**src/rtl/burst_addr_pkg.sv**
```systemverilog
package burst_addr_pkg;

  // Source selection produced by the control decoder, one-hot or all zero.
  typedef struct packed {
    logic clear;    // force address zero
    logic load;     // take the external address
    logic advance;  // previous address plus one
  } addrSel_t;

endpackage

```
**src/rtl/burst_addr_sel.sv**
```systemverilog
module burst_addr_sel
  import burst_addr_pkg::*;
(
  input  logic     strobeN,
  input  logic     countEnN,
  input  logic     clearN,
  output addrSel_t sel
);

  // Precedence: clear over load over advance; none of them means hold.
  always_comb begin
    sel         = '0;
    sel.clear   = ~clearN;
    sel.load    = clearN & ~strobeN;
    sel.advance = clearN & strobeN & ~countEnN;
  end

endmodule

```
**src/rtl/burst_addr_path.sv**
```systemverilog
module burst_addr_path
  import burst_addr_pkg::*;
#(
  parameter int AddrW = 15
) (
  input  logic             clk,
  input  logic             rst,
  input  addrSel_t         sel,
  input  logic [AddrW-1:0] extAddr,
  output logic [AddrW-1:0] curAddr
);

  localparam logic [AddrW-1:0] StepOne = AddrW'(1);

  logic [AddrW-1:0] baseAddr;
  logic [AddrW-1:0] nextAddr;

  // Same-cycle address; the increment wraps naturally at the field width.
  always_comb begin
    if (sel.clear)        nextAddr = '0;
    else if (sel.load)    nextAddr = extAddr;
    else if (sel.advance) nextAddr = baseAddr + StepOne;
    else                  nextAddr = baseAddr;
  end

  always_ff @(posedge clk) begin
    if (rst) baseAddr <= '0;
    else     baseAddr <= nextAddr;
  end

  assign curAddr = nextAddr;

endmodule

```
**src/rtl/burst_addr_ctr.sv**
```systemverilog
module burst_addr_ctr
  import burst_addr_pkg::*;
#(
  parameter int AddrW = 15
) (
  input  logic             clk,
  input  logic             rst,
  input  logic [AddrW-1:0] extAddr,
  input  logic             strobeN,
  input  logic             countEnN,
  input  logic             clearN,
  output logic [AddrW-1:0] curAddr
);

  addrSel_t sel;

  burst_addr_sel u_sel (
    .strobeN  (strobeN),
    .countEnN (countEnN),
    .clearN   (clearN),
    .sel      (sel)
  );

  burst_addr_path #(.AddrW(AddrW)) u_path (
    .clk     (clk),
    .rst     (rst),
    .sel     (sel),
    .extAddr (extAddr),
    .curAddr (curAddr)
  );

endmodule

```
**config.mk**
```make
export PLATFORM = sky130hd
export DESIGN_NAME = burst_addr_ctr
export DESIGN_NICKNAME = d
export VERILOG_FILES = /design/src/rtl/burst_addr_pkg.sv /design/src/rtl/burst_addr_sel.sv /design/src/rtl/burst_addr_path.sv /design/src/rtl/burst_addr_ctr.sv
export SDC_FILE = /design/constraint.sdc
export NUM_CORES = 1
export LEC_CHECK = 0
export CAP_MARGIN = 20
export CORE_MARGIN = 10
export CORE_UTILIZATION = 30
export CTS_BUF_LIST = sky130_fd_sc_hd__clkbuf_4 sky130_fd_sc_hd__clkbuf_8
export CTS_CLUSTER_SIZE = 10
export DETAILED_ROUTE_END_ITERATION = 12
export DONT_BUFFER_PORTS = 1
export GPL_TIMING_DRIVEN = 0
export PLACE_DENSITY = 0.44
export SLEW_MARGIN = 20
export SYNTH_ARGS = -nofsm -noshare
export SYNTH_HDL_FRONTEND = slang
export SYNTH_HIERARCHICAL = 1
export SYNTH_SLANG_ARGS = --single-unit
```
**constraint.sdc**
```tcl
create_clock -name clk -period 3.3 [get_ports clk]
set_clock_uncertainty 0.1 [all_clocks]
set_input_delay 0.33 -clock clk [delete_from_list [all_inputs] [get_ports clk]]
set_output_delay 0.33 -clock clk [all_outputs]
set_load 0.02 [all_outputs]
```
# Yosys cells after proc, flatten, opt, wreduce, memory -nomap -nowiden
# Cells that the tools add are included.
# word_totals
ff_bits,15
out_inout_bits,15
input_bits,20
# classes
bitwise,5
muxes,3
add_sub_neg,1
# op_table
operator,n
15-bit two-way mux,3
"15-bit by 1-bit adder with 15-bit output, second input constant",1
1-bit bitwise AND,3
1-bit inverter,2

# Logic depth before layout (Yosys ltp)
# Gate-level depths: netlist (run 1).
# depth
depth_word,5
mapped_depth,6

# Cells and area by module
# Netlist (run 1), hierarchy kept.
# modules_own_cells
module,n_inst,cells_per_inst,area_each_um2,seq_area_each_um2
burst_addr_path,1,126,987.2,300.3
burst_addr_sel,1,3,18.8,0.0

# Worst setup path after synthesis (run 1)
# Ideal clock, no wire load.
# synth_path
path_type,input-to-output
start,input port countEnN
end,output port curAddr[11]
setup_slack_ps,1051
arrival_time_ps,1819
required_ps,2870
stages,6
path_cell_list,and3b_1 buf_2 nand4_4 nor4_1 mux2_1 nor2_1
# synth_via
elab_chain_len,5
# synth_rtl
item,line_no,rtl
start: declaration,burst_addr_ctr.sv:10,"input logic countEnN,"
1-bit inverter,burst_addr_sel.sv:15,sel.advance = clearN & strobeN & ~countEnN;
1-bit bitwise AND,burst_addr_sel.sv:15,
15-bit two-way mux,burst_addr_path.sv:22,else if (sel.advance) nextAddr = baseAddr + StepOne;
15-bit two-way mux,burst_addr_path.sv:21,else if (sel.load) nextAddr = extAddr;
15-bit two-way mux,burst_addr_path.sv:20,if (sel.clear) nextAddr = '0;
end: declaration,burst_addr_ctr.sv:12,output logic [AddrW-1:0] curAddr
# No other way between the ends.

# Final worst setup path (run 1)
# layout_path
start,register u_path.baseAddr[0]
end,output port curAddr[14]
# layout_via
elab_chain_len,4
# layout_rtl
item,line_no,rtl
start: declaration,burst_addr_path.sv:15,logic [AddrW-1:0] baseAddr;
start signal: assignment,burst_addr_path.sv:28,else baseAddr <= nextAddr;
15-bit by 1-bit adder with 15-bit output,burst_addr_path.sv:22,
15-bit two-way mux,burst_addr_path.sv:22,
15-bit two-way mux,burst_addr_path.sv:21,
15-bit two-way mux,burst_addr_path.sv:20,
# No other way between the ends.

==> metrics.csv, run 1 <==
metric,value,unit
slew_headroom,48.9,%
finalCritPeriodShare,83.9,%
pin_count,35,
slew_viol_final,0,
cts-htree-levels,1,
ant_nets,0,
gr-max-usage-layer,met2,
grt_pass1_vias,965,
synthCells,129,
yosysTopAreaCellShare,29.9,%
cts_made_buffers,3,
setup_violations,0,
vias,978,
nets,156,
status,completed,
yosys.area.top_type,dfxtp_1,
r2r_cells,5,
tightestPinTransition,0.761,ns
timing.rr.start,u_path/baseAddr[0],
tns,0,ns
die_w,77.9,um
hold_depth,2,
rsz0062_at_grt,no,
yosysSeqAreaShare,29.9,%
max_cap_viol_count,0,
cts.sinks,15,
synth_area,1010,um^2
cp_data_arrival_time,2.34,ns
grtUsageMet1,12.2,%
cp_max_fo,7,
use_met2,16.2,%
critical_path_class,flop to primary output,
grt-ovfl-total,0,
antennaDiodeCount,0,
antenna_found_initial,0,
place.gp.congestion,0.721,
core,3130,um^2
vias_per_cell,5.49,
layout-drive-gt1-share,9.70,%
synth_area_leaders,"dfxtp_1, nor3_1, nor2_1",
cts_root_buffer,clkbuf_4,
start_util,32.2,%
die-area,6070,um^2
syn2layout_area_growth,9.45,%
first_pass_iters,4,
gr-usage-all-layers,9.69,%
whs,0.119,ns
regMostFlops,u_path/baseAddr,
fmax,0.361,GHz
p_leak,0.381,nW
holdPathEnd,u_path/baseAddr[5],
cp-end-kind,primary output,
ys.warnings.count,6,
placementRows,20,
route.detailed.drc,0,
syn-num-nets,150,
use_met3,2.30,%
placed_area,1060,um^2
hold_class,input pin to flop,
grt_first_pass_wirelength,4820,um
finalWirelength,3000,um
fp.dieH,77.9,um
syn_area_per_cell,7.80,um^2
clock_latency,0.29,ns
critPathRequiredTime,2.87,ns
hp-start,rst,
period_minus_slack,2.77,ns
synth_seq_cells,15,
peakVddDrop,129,uV
grt_max_degree,11,
io_buffer_count,0,
r2r_end,u_path/baseAddr[12],
hpwl,2310,um
clock_path_buffers,2,
synth.distinct_cells,36,
fin_area,1100,um^2
power.density,344,nW/um^2
rrSetupSlack,1.42,ns
start_kind,flop,
clk_pin_slew,0.12,ns
largest_reg_flops,15,
num-fill-cells,344,
cts_tree,yes,
wl_per_cell,16.9,um
top_regs,u_path/baseAddr x15,
drtIter0Drc,41,
finalHoldViolCount,0,
-- through the flow --
| step | std cells | setup WS, ns | util [%] | power [mW] |
|---|---|---|---|---|
| final | 178 | 0.531 | 35.2 | 0.379 |
| after global routing | 178 | 0.383 | 35.2 | 0.405 |
| after CTS | 178 | 0.527 | 35.2 | 0.386 |
| after detailed placement | 173 | 0.775 | 33.9 | 0.264 |
| after global placement | 173 | 0.771 | 33.9 | 0.263 |
| after floorplan | 129 | 1.05 | - | 0.250 |
-- metal layers --
layer | wire [um] | vias up | share of wire [%]
met5 | 0 | - | 0
met4 | 15 | 0 | 0.50
met3 | 160 | 2 | 5.3
met2 | 1420 | 29 | 47
met1 | 1400 | 461 | 47
li1 | - | 486 | -
-- final cells by class --
cell class,instances,area [um^2],share of cell area (%)
Clock buffer,3,22.5,2.05
Timing Repair Buffer,1,10.0,0.909
Tap cell,44,55.1,5.00
Inverter,6,22.5,2.05
Clock inverter,1,7.51,0.682
Sequential cell,15,300,27.3
Buffer,8,36.3,3.30
Multi-Input combinational cell,100,647,58.7
-- Yosys cell counts, drive strengths merged --
library cell  instances
inv                   5
nor2                 21
mux2i                 3
nor3                 23
nand4b                1
or2                   1
a21oi                 4
clkbuf                4
o31a                  1
a211oi                5
nand2                 3
o21ai                 1
buf                   4
ha                    1
nand4bb               1
nor2b                 2
xnor2                 5
clkinv                1
o311a                 1
nand4                 6
mux2                  1
nor4                  7
o31ai                 1
o41ai                 1
xor2                  2
o21a                  5
a21bo                 1
nand3                 2
and3b                 1
dfxtp                15
-- worst max-delay path, stage by stage, from the launching register on --
cell and delay [ns]:
dfxtp_1 0.44, ha_1 0.26, nand4_1 0.32, o31ai_1 0.32
o41ai_1 0.14, nor3_1 0.57
-- where the power goes --
group / switching (mW) / internal, mW
Sequential: 0.00720 / 0.187
Combinational: 0.0454 / 0.0205
Clock: 0.0732 / 0.0460
Total: 0.126 / 0.253
-- worst max-delay path by stage --
stage                             startpoint     endpoint  cells after the start
after floorplan                     countEnN  curAddr[11]                      6
after global placement                clearN   curAddr[5]                      5
after detailed placement              clearN   curAddr[5]                      5
after CTS                 u_path/baseAddr[0]  curAddr[14]                      5
after global routing      u_path/baseAddr[0]  curAddr[14]                      5
final                     u_path/baseAddr[0]  curAddr[14]                      5
-- cell usage in the layout (no fill, tap or decap), drive strengths merged, types with 5 or more instances in the layout --
cell	count
a211oi	5
clkbuf	7
dfxtp	15
inv	5
nand4	6
nor2	21
nor3	23
nor4	7
o21a	5
xnor2	5
-- what timing repair did --
action / CTS / global route
resized for setup: 0 / 0
setup buffers: 0 / 0
hold buffers: 1 / 0
setup endpoints to repair: 0 / 0
hold endpoints to repair: 3 / 0
-- kinds of logic (layout without fill, tap and decap cells) --
group / count (synthesis) / count (layout) / share of synthesized area (%)
AND/OR/NAND/NOR: 68 / 68 / 38.4
AO/OA/AOI/OAI: 20 / 20 / 14.4
flip-flops: 15 / 15 / 29.9
buffers and inverters: 14 / 19 / 5.85
XOR/XNOR: 7 / 7 / 6.09
multiplexers: 4 / 4 / 4.10
adder cells (fa/ha/maj): 1 / 1 / 1.24
No activity file was read; power rests on OpenSTA's default activity.
==> run 2, diff against run 1 <==
--- a/config.mk
+++ b/config.mk
@@ -5,6 +5,7 @@
 export SDC_FILE = /design/constraint.sdc
 export NUM_CORES = 1
 export LEC_CHECK = 0
+export ABC_AREA = 1
 export CAP_MARGIN = 20
 export CORE_MARGIN = 10
 export CORE_UTILIZATION = 30
==> constraint.sdc (replaced) <==
create_clock -name clk -period 2.6 [get_ports clk]
set_clock_uncertainty 0.1 [all_clocks]
set_input_delay 0.26 -clock clk [delete_from_list [all_inputs] [get_ports clk]]
set_output_delay 0.26 -clock clk [all_outputs]
set_load 0.02 [all_outputs]
==> metrics.csv, run 2 <==
metric,value,unit,change
status,completed,,
slew_headroom,53.5,%,+4.6 points
cts.repair.resized,0,,unchanged
synth_area_leaders,"dfxtp_1, nand3_1, nand2_1",,
fin_area,1220,um^2,+11%
placementRows,21,,+5.0%
finalCritPeriodShare,80.2,%,
cts_root_buffer,clkbuf_8,,
cts_tree,yes,,
hpwl,2420,um,+4.5%
clock_path_buffers,2,,unchanged
start_util,32.0,%,-0.17 points
power.density,442,nW/um^2,+28%
largest_reg_flops,15,,unchanged
yosysMostFrequentCell,nand2_1,,
placed_cells,232,,+34%
gr-usage-all-layers,10.3,%,+0.63 points
top_regs,u_path/baseAddr x15,,
grt_first_pass_wirelength,5320,um,+10%
nets,213,,+37%
cts.sinks,15,,unchanged
finalWirelength,3180,um,+5.8%
max_cap_viol_count,0,,unchanged
critical_path_class,flop to primary output,,
fin_ws,0.515,ns,-0.0158 ns
multi_input_comb_area,648,um^2,+0.19%
grt_pass1_vias,1091,,+13%
synthCells,186,,+44%
layout-drive-gt1-share,13.6,%,+3.9 points
route.detailed.drc,0,,unchanged
start_kind,flop,,
cp_data_arrival_time,1.72,ns,-0.62 ns
critPathRequiredTime,2.24,ns,-0.63 ns
cp-end-kind,primary output,,
regMostFlops,u_path/baseAddr,,
yosys.area.top_type,dfxtp_1,,
cts_setup_buffers,0,,unchanged
grt-ovfl-total,0,,unchanged
syn2layout_area_growth,10.6,%,
die-area,6490,um^2,+7.0%
pin_count,35,,unchanged
yosysTopAreaCellShare,27.3,%,-2.6 points
seq_area,300,um^2,unchanged
clock_latency,0.25,ns,-0.04 ns
hold_class,input pin to flop,,
rrSetupSlack,1.00,ns,-0.42 ns
place.gp.congestion,0.838,,+16%
syn_area_per_cell,5.92,um^2,-24%
core,3440,um^2,+10%
fp.dieH,80.6,um,+3.4%
slew_viol_final,0,,unchanged
post-place-ws,0.551,ns,-0.224 ns
synth.distinct_cells,26,,-28%
final_common_cell,nand2_1,,
rsz0062_at_grt,no,,
tns,0,ns,unchanged
p_leak,0.616,nW,+62%
drtIter0Drc,46,,+12%
setup_violations,0,,unchanged
layoutNonFillerInstCount,237,,+33%
fmax,0.480,GHz,
first_pass_iters,4,,unchanged
synth_seq_cells,15,,unchanged
synth_common_cells,"nand2_1, nor2_1, inv_1",,
final_cell_mix,"nand2_1, nor2_1, inv_1",,
synth_ff_type,dfxtp_1,,
yosysSeqAreaShare,27.3,%,-2.6 points
placed_area,1160,um^2,+9.2%
peakVddDrop,155,uV,+21%
syn-num-nets,207,,+38%
async_flop_share,0,%,unchanged
vias_per_cell,4.47,,-19%
final_util,35.4,%,+0.17 points
finalPower,0.538,mW,+42%
tightestPinTransition,0.693,ns,-0.0681 ns
period_minus_slack,2.08,ns,
die_w,80.6,um,+3.4%
finalHoldViolCount,0,,unchanged
ys.warnings.count,6,,unchanged
ant_nets,0,,unchanged
synth_area,1100,um^2,+9.5%
vias,1059,,+8.3%
cts-htree-levels,1,,unchanged
antenna_found_initial,0,,unchanged
wl_per_cell,13.4,um,-21%
antennaDiodeCount,0,,unchanged
io_buffer_count,0,,unchanged
synth_edf_count,0,,unchanged
num-fill-cells,406,,+18%
whs,0.157,ns,+0.0379 ns
clk_pin_slew,0.07,ns,-0.05 ns
grt_max_degree,11,,unchanged
cts_made_buffers,3,,unchanged
cp_max_fo,4,,-3
-- run 2: area by class of cell --
| class | count | share of cell area, % |
|---|---|---|
| inverter | 36 | 11.1 |
| clock buffer | 4 | 4.01 |
| multi-input combinational | 131 | 53.2 |
| sequential | 15 | 24.7 |
| buffer | 4 | 1.44 |
| timing repair buffer | 1 | 0.822 |
| tap | 46 | 4.73 |
-- run 2: worst max-delay path, stage by stage, from the launching register on --
cell and delay, ns:
dfxtp_1 0.41, ha_1 0.19, nand2_2 0.09, inv_1 0.09
nand2_1 0.09, nor2_1 0.16, nand3_1 0.09, nand3_1 0.09
nand3_1 0.09, inv_1 0.17
-- run 2: timing repair --
action,4_1_cts,5_1_grt
endpoints found under the hold margin,5,0
hold buffers,1,0
endpoints found under the setup margin,0,0
-- run 2: logic make-up after synthesis --
family / synth area share, %
adder cells (fa/ha/maj): 1.14
flip-flops: 27.3
buffers and inverters: 13.9
AND/OR/NAND/NOR: 53.2
AO/OA/AOI/OAI: 2.95
XOR/XNOR: 1.59
-- run 2: power breakdown --
part	internal (mW)	switching, mW	total [mW]
sequential	0.238	0.00805	0.246
combinational	0.0241	0.0603	0.0844
clock	0.119	0.0890	0.208
total	0.381	0.157	0.538
-- run 2: layer usage --
metal  vias to the layer above  global-route usage [%]  part of all wire [%]
met5                         -                       0                     0
met4                         0                    3.70                  0.66
met3                         2                    3.79                   7.9
met2                        26                    16.1                    45
met1                       451                    12.6                    47
li1                        580                       -                     -
-- run 2: path summary, 6_finish.rpt --
| path | endpoint | cells after the start | start |
|---|---|---|---|
| min reg2reg | u_path/baseAddr[14] | 4 | u_path/baseAddr[14] |
| max | curAddr[8] | 9 | u_path/baseAddr[0] |
| min | u_path/baseAddr[2] | 2 | extAddr[2] |
| max reg2reg | u_path/baseAddr[14] | 10 | u_path/baseAddr[0] |
